`config.mk`:
```
export PLATFORM = sky130hd
export DESIGN_NAME = rst_seq
export DESIGN_NICKNAME = d
export VERILOG_FILES = /design/src/rtl/rst_seq_pkg.sv /design/src/rtl/rst_src_sync.sv /design/src/rtl/rst_phase_ctrl.sv /design/src/rtl/rst_cause_reg.sv /design/src/rtl/rst_gp_bank.sv /design/src/rtl/rst_seq.sv
export SDC_FILE = /design/constraint.sdc
export NUM_CORES = 1
export LEC_CHECK = 0
export BUFFER_PORTS_ARGS = -buffer_cell sky130_fd_sc_hd__buf_2
export CAP_MARGIN = 25
export CORE_MARGIN = 10
export CORE_UTILIZATION = 45
export CTS_CLUSTER_SIZE = 28
export DETAILED_ROUTE_END_ITERATION = 6
export PLACE_DENSITY_LB_ADDON = 0.25
export SLEW_MARGIN = 20
export SYNTH_ARGS = -nofsm -noshare
export SYNTH_HDL_FRONTEND = slang
export SYNTH_SLANG_ARGS = --single-unit
```
`constraint.sdc`:
```
create_clock -name clk_i -period 6.75 [get_ports clk_i]
set_clock_uncertainty 0.2 [all_clocks]
set_input_delay 0 -clock clk_i [delete_from_list [all_inputs] [get_ports clk_i]]
set_output_delay 0 -clock clk_i [all_outputs]
set_load 0.02 [all_outputs]
```
`src/rtl/rst_seq_pkg.sv`:
```
package rst_seq_pkg;
  localparam int unsigned CAUSE_W = 4;
  localparam int unsigned C_POR  = 0;
  localparam int unsigned C_PIN  = 1;
  localparam int unsigned C_WDOG = 2;
  localparam int unsigned C_SW   = 3;

  typedef enum logic [1:0] {
    SEQ_EXTEND = 2'd0,
    SEQ_PHASE  = 2'd1,
    SEQ_RUN    = 2'd2
  } seq_state_e;
endpackage

```
`src/rtl/rst_src_sync.sv`:
```
module rst_src_sync
  import rst_seq_pkg::*;
(
  input  logic               clk_i,
  input  logic               rst_ni,
  input  logic               pin_rst_ni,
  input  logic               wdog_rst_i,
  input  logic               sw_rst_i,
  output logic [CAUSE_W-1:0] hit_o
);
  logic [1:0] pin_sync_q;
  logic       wdog_q;
  logic       sw_q;

  always_ff @(posedge clk_i or negedge rst_ni) begin
    if (!rst_ni) begin
      pin_sync_q <= 2'b11;
      wdog_q     <= 1'b0;
      sw_q       <= 1'b0;
    end else begin
      pin_sync_q <= {pin_sync_q[0], pin_rst_ni};
      wdog_q     <= wdog_rst_i;
      sw_q       <= sw_rst_i;
    end
  end

  always_comb begin
    hit_o         = '0;
    hit_o[C_PIN]  = ~pin_sync_q[1];
    hit_o[C_WDOG] = wdog_q;
    hit_o[C_SW]   = sw_q;
  end
endmodule

```
`src/rtl/rst_phase_ctrl.sv`:
```
module rst_phase_ctrl
  import rst_seq_pkg::*;
#(
  parameter int unsigned POR_CYC = 2**21,
  parameter int unsigned PH_CYC  = 32,
  parameter int unsigned NUM_DOM = 3
) (
  input  logic               clk_i,
  input  logic               rst_ni,
  input  logic               trig_i,
  output logic [NUM_DOM-1:0] dom_rst_no,
  output logic               por_done_o,
  output logic               idle_o
);
  localparam int unsigned MAX_CYC = (POR_CYC > PH_CYC) ? POR_CYC : PH_CYC;
  localparam int unsigned CNT_W   = $clog2(MAX_CYC + 1);
  localparam int unsigned PH_W    = (NUM_DOM > 1) ? $clog2(NUM_DOM) : 1;
  localparam logic [CNT_W-1:0] POR_LAST = CNT_W'(POR_CYC - 1);
  localparam logic [CNT_W-1:0] PH_LAST  = CNT_W'(PH_CYC - 1);
  localparam logic [PH_W-1:0]  DOM_LAST = PH_W'(NUM_DOM - 1);

  seq_state_e       state_q, state_d;
  logic [CNT_W-1:0] cnt_q, cnt_d;
  logic [PH_W-1:0]  ph_q, ph_d;
  logic             por_q, por_d;
  logic             step_end;

  assign step_end = (state_q == SEQ_PHASE) && (cnt_q == PH_LAST);

  always_comb begin
    state_d = state_q;
    cnt_d   = cnt_q;
    ph_d    = ph_q;
    por_d   = por_q;
    if (trig_i) begin
      // restart; an unfinished power-on extension keeps its long length
      cnt_d   = '0;
      ph_d    = '0;
      state_d = (state_q == SEQ_EXTEND) ? SEQ_EXTEND : SEQ_PHASE;
    end else begin
      case (state_q)
        SEQ_EXTEND: begin
          if (cnt_q == POR_LAST) begin
            cnt_d   = '0;
            state_d = SEQ_PHASE;
            por_d   = 1'b1;
          end else begin
            cnt_d = cnt_q + 1'b1;
          end
        end
        SEQ_PHASE: begin
          if (step_end) begin
            cnt_d = '0;
            if (ph_q == DOM_LAST) state_d = SEQ_RUN;
            else                  ph_d    = ph_q + 1'b1;
          end else begin
            cnt_d = cnt_q + 1'b1;
          end
        end
        default: ;
      endcase
    end
  end

  always_ff @(posedge clk_i or negedge rst_ni) begin
    if (!rst_ni) begin
      state_q <= SEQ_EXTEND;
      cnt_q   <= '0;
      ph_q    <= '0;
      por_q   <= 1'b0;
    end else begin
      state_q <= state_d;
      cnt_q   <= cnt_d;
      ph_q    <= ph_d;
      por_q   <= por_d;
    end
  end

  for (genvar k = 0; k < NUM_DOM; k++) begin : g_dom
    logic rel_q;
    always_ff @(posedge clk_i or negedge rst_ni) begin
      if (!rst_ni)                                 rel_q <= 1'b0;
      else if (trig_i)                             rel_q <= 1'b0;
      else if (step_end && ph_q == PH_W'(k))       rel_q <= 1'b1;
    end
    assign dom_rst_no[k] = rel_q;
  end

  assign por_done_o = por_q;
  assign idle_o     = (state_q == SEQ_RUN);
endmodule

```
`src/rtl/rst_cause_reg.sv`:
```
module rst_cause_reg
  import rst_seq_pkg::*;
(
  input  logic               clk_i,
  input  logic               rst_ni,
  input  logic [CAUSE_W-1:0] hit_i,
  input  logic [CAUSE_W-1:0] clr_i,
  input  logic               idle_i,
  output logic [CAUSE_W-1:0] cause_o,
  output logic               boot_hold_o
);
  logic [CAUSE_W-1:0] cause_q;
  logic               hold_q;

  always_ff @(posedge clk_i or negedge rst_ni) begin
    if (!rst_ni) begin
      cause_q <= CAUSE_W'(1) << C_POR;
      hold_q  <= 1'b0;
    end else begin
      cause_q <= (cause_q & ~clr_i) | hit_i;  // set beats clear
      if (hit_i[C_PIN])
        hold_q <= 1'b0;
      else if ((hit_i[C_WDOG] || hit_i[C_SW]) && idle_i)
        hold_q <= 1'b1;
    end
  end

  assign cause_o     = cause_q;
  assign boot_hold_o = hold_q;
endmodule

```
`src/rtl/rst_gp_bank.sv`:
```
module rst_gp_bank #(
  parameter int unsigned NUM = 4,
  parameter int unsigned W   = 16,
  localparam int unsigned AW = (NUM > 1) ? $clog2(NUM) : 1
) (
  input  logic          clk_i,
  input  logic          rst_ni,
  input  logic          we_i,
  input  logic [AW-1:0] addr_i,
  input  logic [W-1:0]  wdata_i,
  output logic [W-1:0]  rdata_o
);
  logic [NUM-1:0][W-1:0] regs;

  for (genvar k = 0; k < NUM; k++) begin : g_reg
    logic [W-1:0] q;
    always_ff @(posedge clk_i or negedge rst_ni) begin
      if (!rst_ni)                         q <= '0;
      else if (we_i && addr_i == AW'(k))   q <= wdata_i;
    end
    assign regs[k] = q;
  end

  assign rdata_o = regs[addr_i];
endmodule

```
`src/rtl/rst_seq.sv`:
```
module rst_seq
  import rst_seq_pkg::*;
#(
  parameter int unsigned POR_CYC = 2**21,
  parameter int unsigned PH_CYC  = 32,
  parameter int unsigned NUM_DOM = 3,
  parameter int unsigned GP_NUM  = 4,
  parameter int unsigned GP_W    = 16,
  localparam int unsigned GP_AW  = (GP_NUM > 1) ? $clog2(GP_NUM) : 1
) (
  input  logic               clk_i,
  input  logic               rst_ni,
  input  logic               pin_rst_ni,
  input  logic               wdog_rst_i,
  input  logic               sw_rst_i,
  input  logic [CAUSE_W-1:0] cause_clr_i,
  input  logic               gp_we_i,
  input  logic [GP_AW-1:0]   gp_addr_i,
  input  logic [GP_W-1:0]    gp_wdata_i,
  output logic [GP_W-1:0]    gp_rdata_o,
  output logic [NUM_DOM-1:0] dom_rst_no,
  output logic               por_rst_no,
  output logic [CAUSE_W-1:0] cause_o,
  output logic               boot_hold_o
);
  logic [CAUSE_W-1:0] hit;
  logic               trig;
  logic               idle;

  rst_src_sync u_src (
    .clk_i      (clk_i),
    .rst_ni     (rst_ni),
    .pin_rst_ni (pin_rst_ni),
    .wdog_rst_i (wdog_rst_i),
    .sw_rst_i   (sw_rst_i),
    .hit_o      (hit)
  );

  assign trig = |hit;

  rst_phase_ctrl #(
    .POR_CYC (POR_CYC),
    .PH_CYC  (PH_CYC),
    .NUM_DOM (NUM_DOM)
  ) u_phase (
    .clk_i      (clk_i),
    .rst_ni     (rst_ni),
    .trig_i     (trig),
    .dom_rst_no (dom_rst_no),
    .por_done_o (por_rst_no),
    .idle_o     (idle)
  );

  rst_cause_reg u_cause (
    .clk_i       (clk_i),
    .rst_ni      (rst_ni),
    .hit_i       (hit),
    .clr_i       (cause_clr_i),
    .idle_i      (idle),
    .cause_o     (cause_o),
    .boot_hold_o (boot_hold_o)
  );

  rst_gp_bank #(
    .NUM (GP_NUM),
    .W   (GP_W)
  ) u_gp (
    .clk_i   (clk_i),
    .rst_ni  (rst_ni),
    .we_i    (gp_we_i),
    .addr_i  (gp_addr_i),
    .wdata_i (gp_wdata_i),
    .rdata_o (gp_rdata_o)
  );
endmodule

```
### After elaboration in Yosys (flattened, before gate mapping)

Index checks and enable logic that the tools add are counted.

| word-level totals | value |
|---|---|
| register bits | 103 |
| output and inout port bits | 25 |

| cells by class | value |
|---|---|
| add/sub/neg operators | 2 |
| $lt $le $gt $ge | 1 |
| equality and inequality tests | 14 |
| mux-type cells | 24 |
| bitwise gates (word level) | 5 |
| reductions and logical operators | 23 |

Operators by type and width:

| cell | count |
|---|---|
| 22-bit 2-to-1 mux | 3 |
| 22-bit one-hot mux with 2 select lines | 1 |
| 16-bit binary-select mux with 2-bit select | 1 |
| 22-bit by 1-bit adder with 22-bit output, second input constant | 1 |
| 22-bit by 21-bit == test with 1-bit output, second input constant | 1 |
| 22-bit by 5-bit == test with 1-bit output, second input constant | 1 |
| 16-bit 2-to-1 mux | 1 |
| 2-bit 2-to-1 mux | 8 |
| 2-bit nonzero test | 5 |
| 1-bit logical AND | 9 |
| 1-bit 2-to-1 mux | 9 |
| 2-bit == test, second input constant | 4 |
| 2-bit by 1-bit == test with 1-bit output, second input constant | 3 |
| 2-bit zero test | 3 |
| 3-bit != test, second input constant | 2 |
| 3-bit AND reduction | 2 |
| 4-bit bitwise AND | 1 |
| 4-bit inverter | 1 |
| 4-bit bitwise OR | 1 |
| 2-bit one-hot mux with 2 select lines | 1 |
| 4-bit AND reduction | 1 |
| 2-bit by 3-bit < comparator with 1-bit output, second input constant | 1 |
| 3-bit by 2-bit != test with 1-bit output, second input constant | 1 |
| 3-bit nonzero test | 1 |
| 6 further kinds | 7 |

### Depth between registers and ports, before layout

| logic depth | value |
|---|---|
| depth after elaboration | 5 |
| gate-level depth with buffers | 7 |

### Cells and area by module

Synthesis repeated with hierarchy kept, for this count alone.

| second synthesis, totals | value |
|---|---|
| cells, all modules | 350 |
| area total of the unflattened synthesis | 4,803.4 um^2 |

Modules (own cells, without submodules):

| module | instances | cells an instance | area an instance (um^2) | sequential area each (um^2) |
|---|---|---|---|---|
| rst_gp_bank | 1 | 156 | 2,829.0 | 1,601.5 |
| rst_phase_ctrl | 1 | 168 | 1,647.8 | 750.7 |
| rst_cause_reg | 1 | 16 | 186.4 | 126.4 |
| rst_src_sync | 1 | 9 | 132.6 | 102.6 |
| rst_seq | 1 | 1 | 7.5 | 0.0 |

### Worst setup path before layout

No wires, ideal clock.

| timing path | value |
|---|---|
| kind | register to register |
| start | reg u_phase.cnt_q[17] |
| end | reg u_phase.cnt_q[19] |
| arrival time | 1,878 ps |
| required time | 6,420 ps |
| setup slack | 4,541 ps |
| cell stages (with the launch flop) | 8 |
| buffers on the path | 2 |
| clock period less this slack | 2,209 ps |
| path through | dfrtp_1 > buf_6 > or4_1 > or4_4 > nor2_4 > or3_1 > buf_4 > o211ai_1 |

| on the way | value |
|---|---|
| cells in the longest elaborated chain, start to end | 5 |
| elaborated cells between the ends (all ways) | 8 |
| classes of those cells | add/sub (1); eq/ne (2); mux (4); reduce/logical (1) |

Ends and longest elaborated chain:

| what | line | RTL |
|---|---|---|
| from (decl) | rst_phase_ctrl.sv:23 | `logic [CNT_W-1:0] cnt_q, cnt_d;` |
| from (signal assigned) | rst_phase_ctrl.sv:73 | `cnt_q <= cnt_d;` |
| branches (longest 3 deep; another with 22-bit by 1-bit adder with 22-bit output) | n/a |  |
| 22-bit one-hot mux with 2 select lines (*) | rst_phase_ctrl.sv:41 | `case (state_q)` |
| 22-bit 2-to-1 mux (*) | rst_phase_ctrl.sv:35 | `if (trig_i) begin` |

Mark *: on every way between the ends.
A chain may end at the register's enable or synchronous reset.

### Final worst setup path

| timing path | value |
|---|---|
| start | reg u_phase.cnt_q[19] |
| end | reg u_phase.cnt_q[19] |

Same word-level chain as after synthesis.

==> results.py <==
metrics = {
    "outcome": {
        "outcome": "finished clean",
    },
    "routing": {
        "ant_nets": 0,
        "route.detailed.drc": 0,
        "drt_iter0_markers": 199,
        "via_per_inst": 5.36,
        "firstDrtPassIters": 4,
        "drt-total-wl_mm": 9.70,
        "wire_per_inst_um": 17.1,
        "vias": 3042,
    },
    "final_layout": {
        "stdcell_area_um2": 5510,
        "seqCellArea_um2": 2580,
        "fillers": 886,
        "layout_common_cells": "dfrtp_1, mux2_2, buf_2",
        "syn_to_final_growth_pct": 17.3,
        "drive_gt1_share_pct": 37.3,
        "multi_input_area_um2": 1990,
        "fin_nets": 460,
        "antenna_cells": 0,
        "final_common_cell": "dfrtp_1",
    },
    "floorplanning": {
        "start_util_pct": 46.0,
        "coreArea_um2": 10200,
        "die-area_um2": 14900,
        "io_pins": 53,
        "rows": 37,
        "die_w_um": 122,
        "die_h_um": 122,
    },
    "power": {
        "leakage_nw": 2.32,
        "power_density_nw_per_um2": 241,
        "max-vdd-ir-drop_uv": 114,
    },
    "sta": {
        "relSlewSlack_pct": 36.9,
        "rsz0062_at_grt": "false",
        "fin_crit_ns": 2.42,
        "period_share_pct": 35.9,
        "worst_pin_slew_ns": 0.943,
        "finalSetupTns_ns": 0,
        "hold_viol_final": 0,
        "setup_viol": 0,
        "final_max_slew_viol_count": 0,
        "setup_ws_ns": 4.33,
        "timing.fmax_ghz": 0.412,
    },
    "synthesis": {
        "netlist_area_um2": 4700,
        "yosysUniqueCellTypes": 48,
        "synth-warning-count": 0,
        "ys_seq_area_share_pct": 54.9,
        "avgSynthCellArea_um2": 13.2,
        "synth_cells": 355,
        "synth.net_count": 387,
        "yosys_register_bits": 103,
    },
    "setup_path": {
        "crit_slowest_cell": "or4_1",
        "end_kind": "register",
        "worstPathCellList": "or4_1 > or4_4 > nor2_4 > or3_1 > o211ai_1",
        "cp_slowest_stage_delay_ns": 0.55,
        "critPathMaxFanout": 8,
        "critical_path_required_ns": 6.79,
        "ff2ff_setup_slack_ns": 4.33,
        "cp_num_buf_inv": 0,
        "start_kind": "register",
        "crit_family": "simple AND/OR/NAND/NOR gates",
        "arrival_ns": 2.46,
        "path_class": "reg2reg",
    },
    "global_route": {
        "grt_max_degree": 64,
        "grt_use_met2_pct": 23.1,
        "grt_usage_pct": 13.8,
        "antenna_found_initial": 0,
        "met3_usage_pct": 3.90,
        "grt_pass1_vias": 3256,
        "grt_use_met1_pct": 16.8,
        "busiest_layer": "met2",
        "grt_overflow_total": 0,
        "grt_pass1_wl_mm": 16.5,
    },
    "cts": {
        "cts_buffers": 9,
        "clockBufferDepth": 2,
        "htreeDepth": 3,
        "path_clk_slew_ns": 0.09,
        "clock-root-buffer": "clkbuf_8",
        "cts.sinks": 103,
        "clock_latency_ns": 0.37,
        "cts_tree": "done",
    },
    "placement": {
        "gp_congestion": 0.787,
        "io_buffers": 52,
        "placed_cell_area_um2": 5060,
        "place_ws_ns": 4.34,
        "dp_hpwl_mm": 6.35,
    },
    "hold_path": {
        "hp-class": "in2reg",
    },
    "run": {
        "max_cap_violations": 0,
    },
}
per-layer routing:
| layer | wire length [um] | up-vias |
|---|---|---|
| li1 | - | 1422 |
| met1 | 4190 | 1550 |
| met2 | 4880 | 56 |
| met3 | 485 | 14 |
| met4 | 142 | 0 |
| met5 | 0 | - |
worst min-delay path: stages:
cell	delay (ns)
buf_2	0.11
nor3b_2	0.24
mux2_2	0.24
Yosys cell counts (all sizes together):
master | count | area share [%]
a21o | 4 | 0.64
and2 | 1 | 0.13
nor3b | 3 | 0.59
or4 | 6 | 1.0
and3b | 1 | 0.19
nand4 | 9 | 1.2
nand2b | 1 | 0.13
nand3b | 3 | 0.48
buf | 8 | 1.3
xnor2 | 8 | 1.5
nand4bb | 1 | 0.24
ha | 4 | 1.1
inv | 7 | 0.56
a21oi | 3 | 0.32
or3 | 3 | 0.43
o21ai | 6 | 0.64
mux2 | 64 | 15
nor2 | 29 | 2.5
and3 | 3 | 0.43
dfstp | 3 | 1.7
o21a | 3 | 0.48
mux2i | 1 | 0.21
nand3 | 12 | 1.3
xor2 | 7 | 1.3
nor4 | 6 | 0.93
mux4 | 16 | 7.7
o41a | 1 | 0.27
a31oi | 1 | 0.13
nor4b | 1 | 0.19
nand2 | 16 | 1.3
clkbuf | 11 | 0.88
nor3 | 5 | 0.64
nor2b | 2 | 0.27
o211ai | 1 | 0.16
a22oi | 1 | 0.16
o31ai | 3 | 0.48
o311ai | 1 | 0.19
dfrtp | 100 | 53
registers in the layout, summed over array words and instances, names as in the netlist:
name	count
u_src.wdog_q	1
u_phase.cnt_q	22
u_src.pin_sync_q	2
u_cause.cause_o	4
u_cause.boot_hold_o	1
u_gp.g.q	64
u_phase.por_done_o	1
u_phase.ph_q	2
u_src.sw_q	1
u_phase.state_q	2
u_phase.g_dom.rel_q	3
logic make-up after synthesis:
kind of cell             share of synthesized area, %
flip-flops                                       54.9
AND/OR/NAND/NOR                                  11.9
multiplexers                                     23.2
adder cells (fa/ha/maj)                          1.06
buffers and inverters                            2.69
XOR/XNOR                                         2.79
AO/OA/AOI/OAI                                    3.46
power breakdown:
part           internal (mW)  switching [mW]  total [mW]
combinational          0.126           0.102       0.228
sequential             0.692          0.0353       0.727
clock                  0.171           0.204       0.375
total                  0.989           0.342        1.33
path summary, 6_finish.rpt:
check	start	to	cells after the start
max in group asynchronous	rst_ni	u_phase.cnt_q[21]$_DFFE_PN0P_	4
worst max register to register	u_phase.cnt_q[19]$_DFFE_PN0P_	u_phase.cnt_q[19]$_DFFE_PN0P_	5
min in group asynchronous	rst_ni	u_src.pin_sync_q[0]$_DFF_PN1_	3
worst max-delay path	u_phase.cnt_q[19]$_DFFE_PN0P_	u_phase.cnt_q[19]$_DFFE_PN0P_	5
worst min register to register	u_src.pin_sync_q[0]$_DFF_PN1_	u_src.pin_sync_q[1]$_DFF_PN1_	0
worst min-delay path	gp_we_i	u_gp.g_reg[0].q[7]$_DFFE_PN0P_	3
timing repair:
item | CTS | global route
hold buffers | 26 | 0
buffers inserted | 0 | 0
endpoints found under the setup margin | 0 | 0
hold endpoints to repair | 111 | 0
resized for setup | 0 | 0
through the flow:
stage	total power, mW	utilization, %	hold WS, ns	cells
3_3_place_gp	0.947	49.4	-0.190	527
2_1_floorplan	0.882	-	-0.496	355
5_1_grt	1.40	53.9	0.0504	568
6_report	1.33	53.9	0.0604	568
4_1_cts	1.35	53.9	0.0450	568
3_5_place_dp	0.959	49.4	-0.185	527
final cells by class:
class | count | area share [%]
timing repair buffer | 81 | 10.1
inverter | 7 | 0.477
clock inverter | 5 | 1.07
tap | 136 | 3.09
multi-input combinational | 226 | 36.2
clock buffer | 10 | 2.31
sequential | 103 | 46.8
Power figures use the tool's default switching activity.
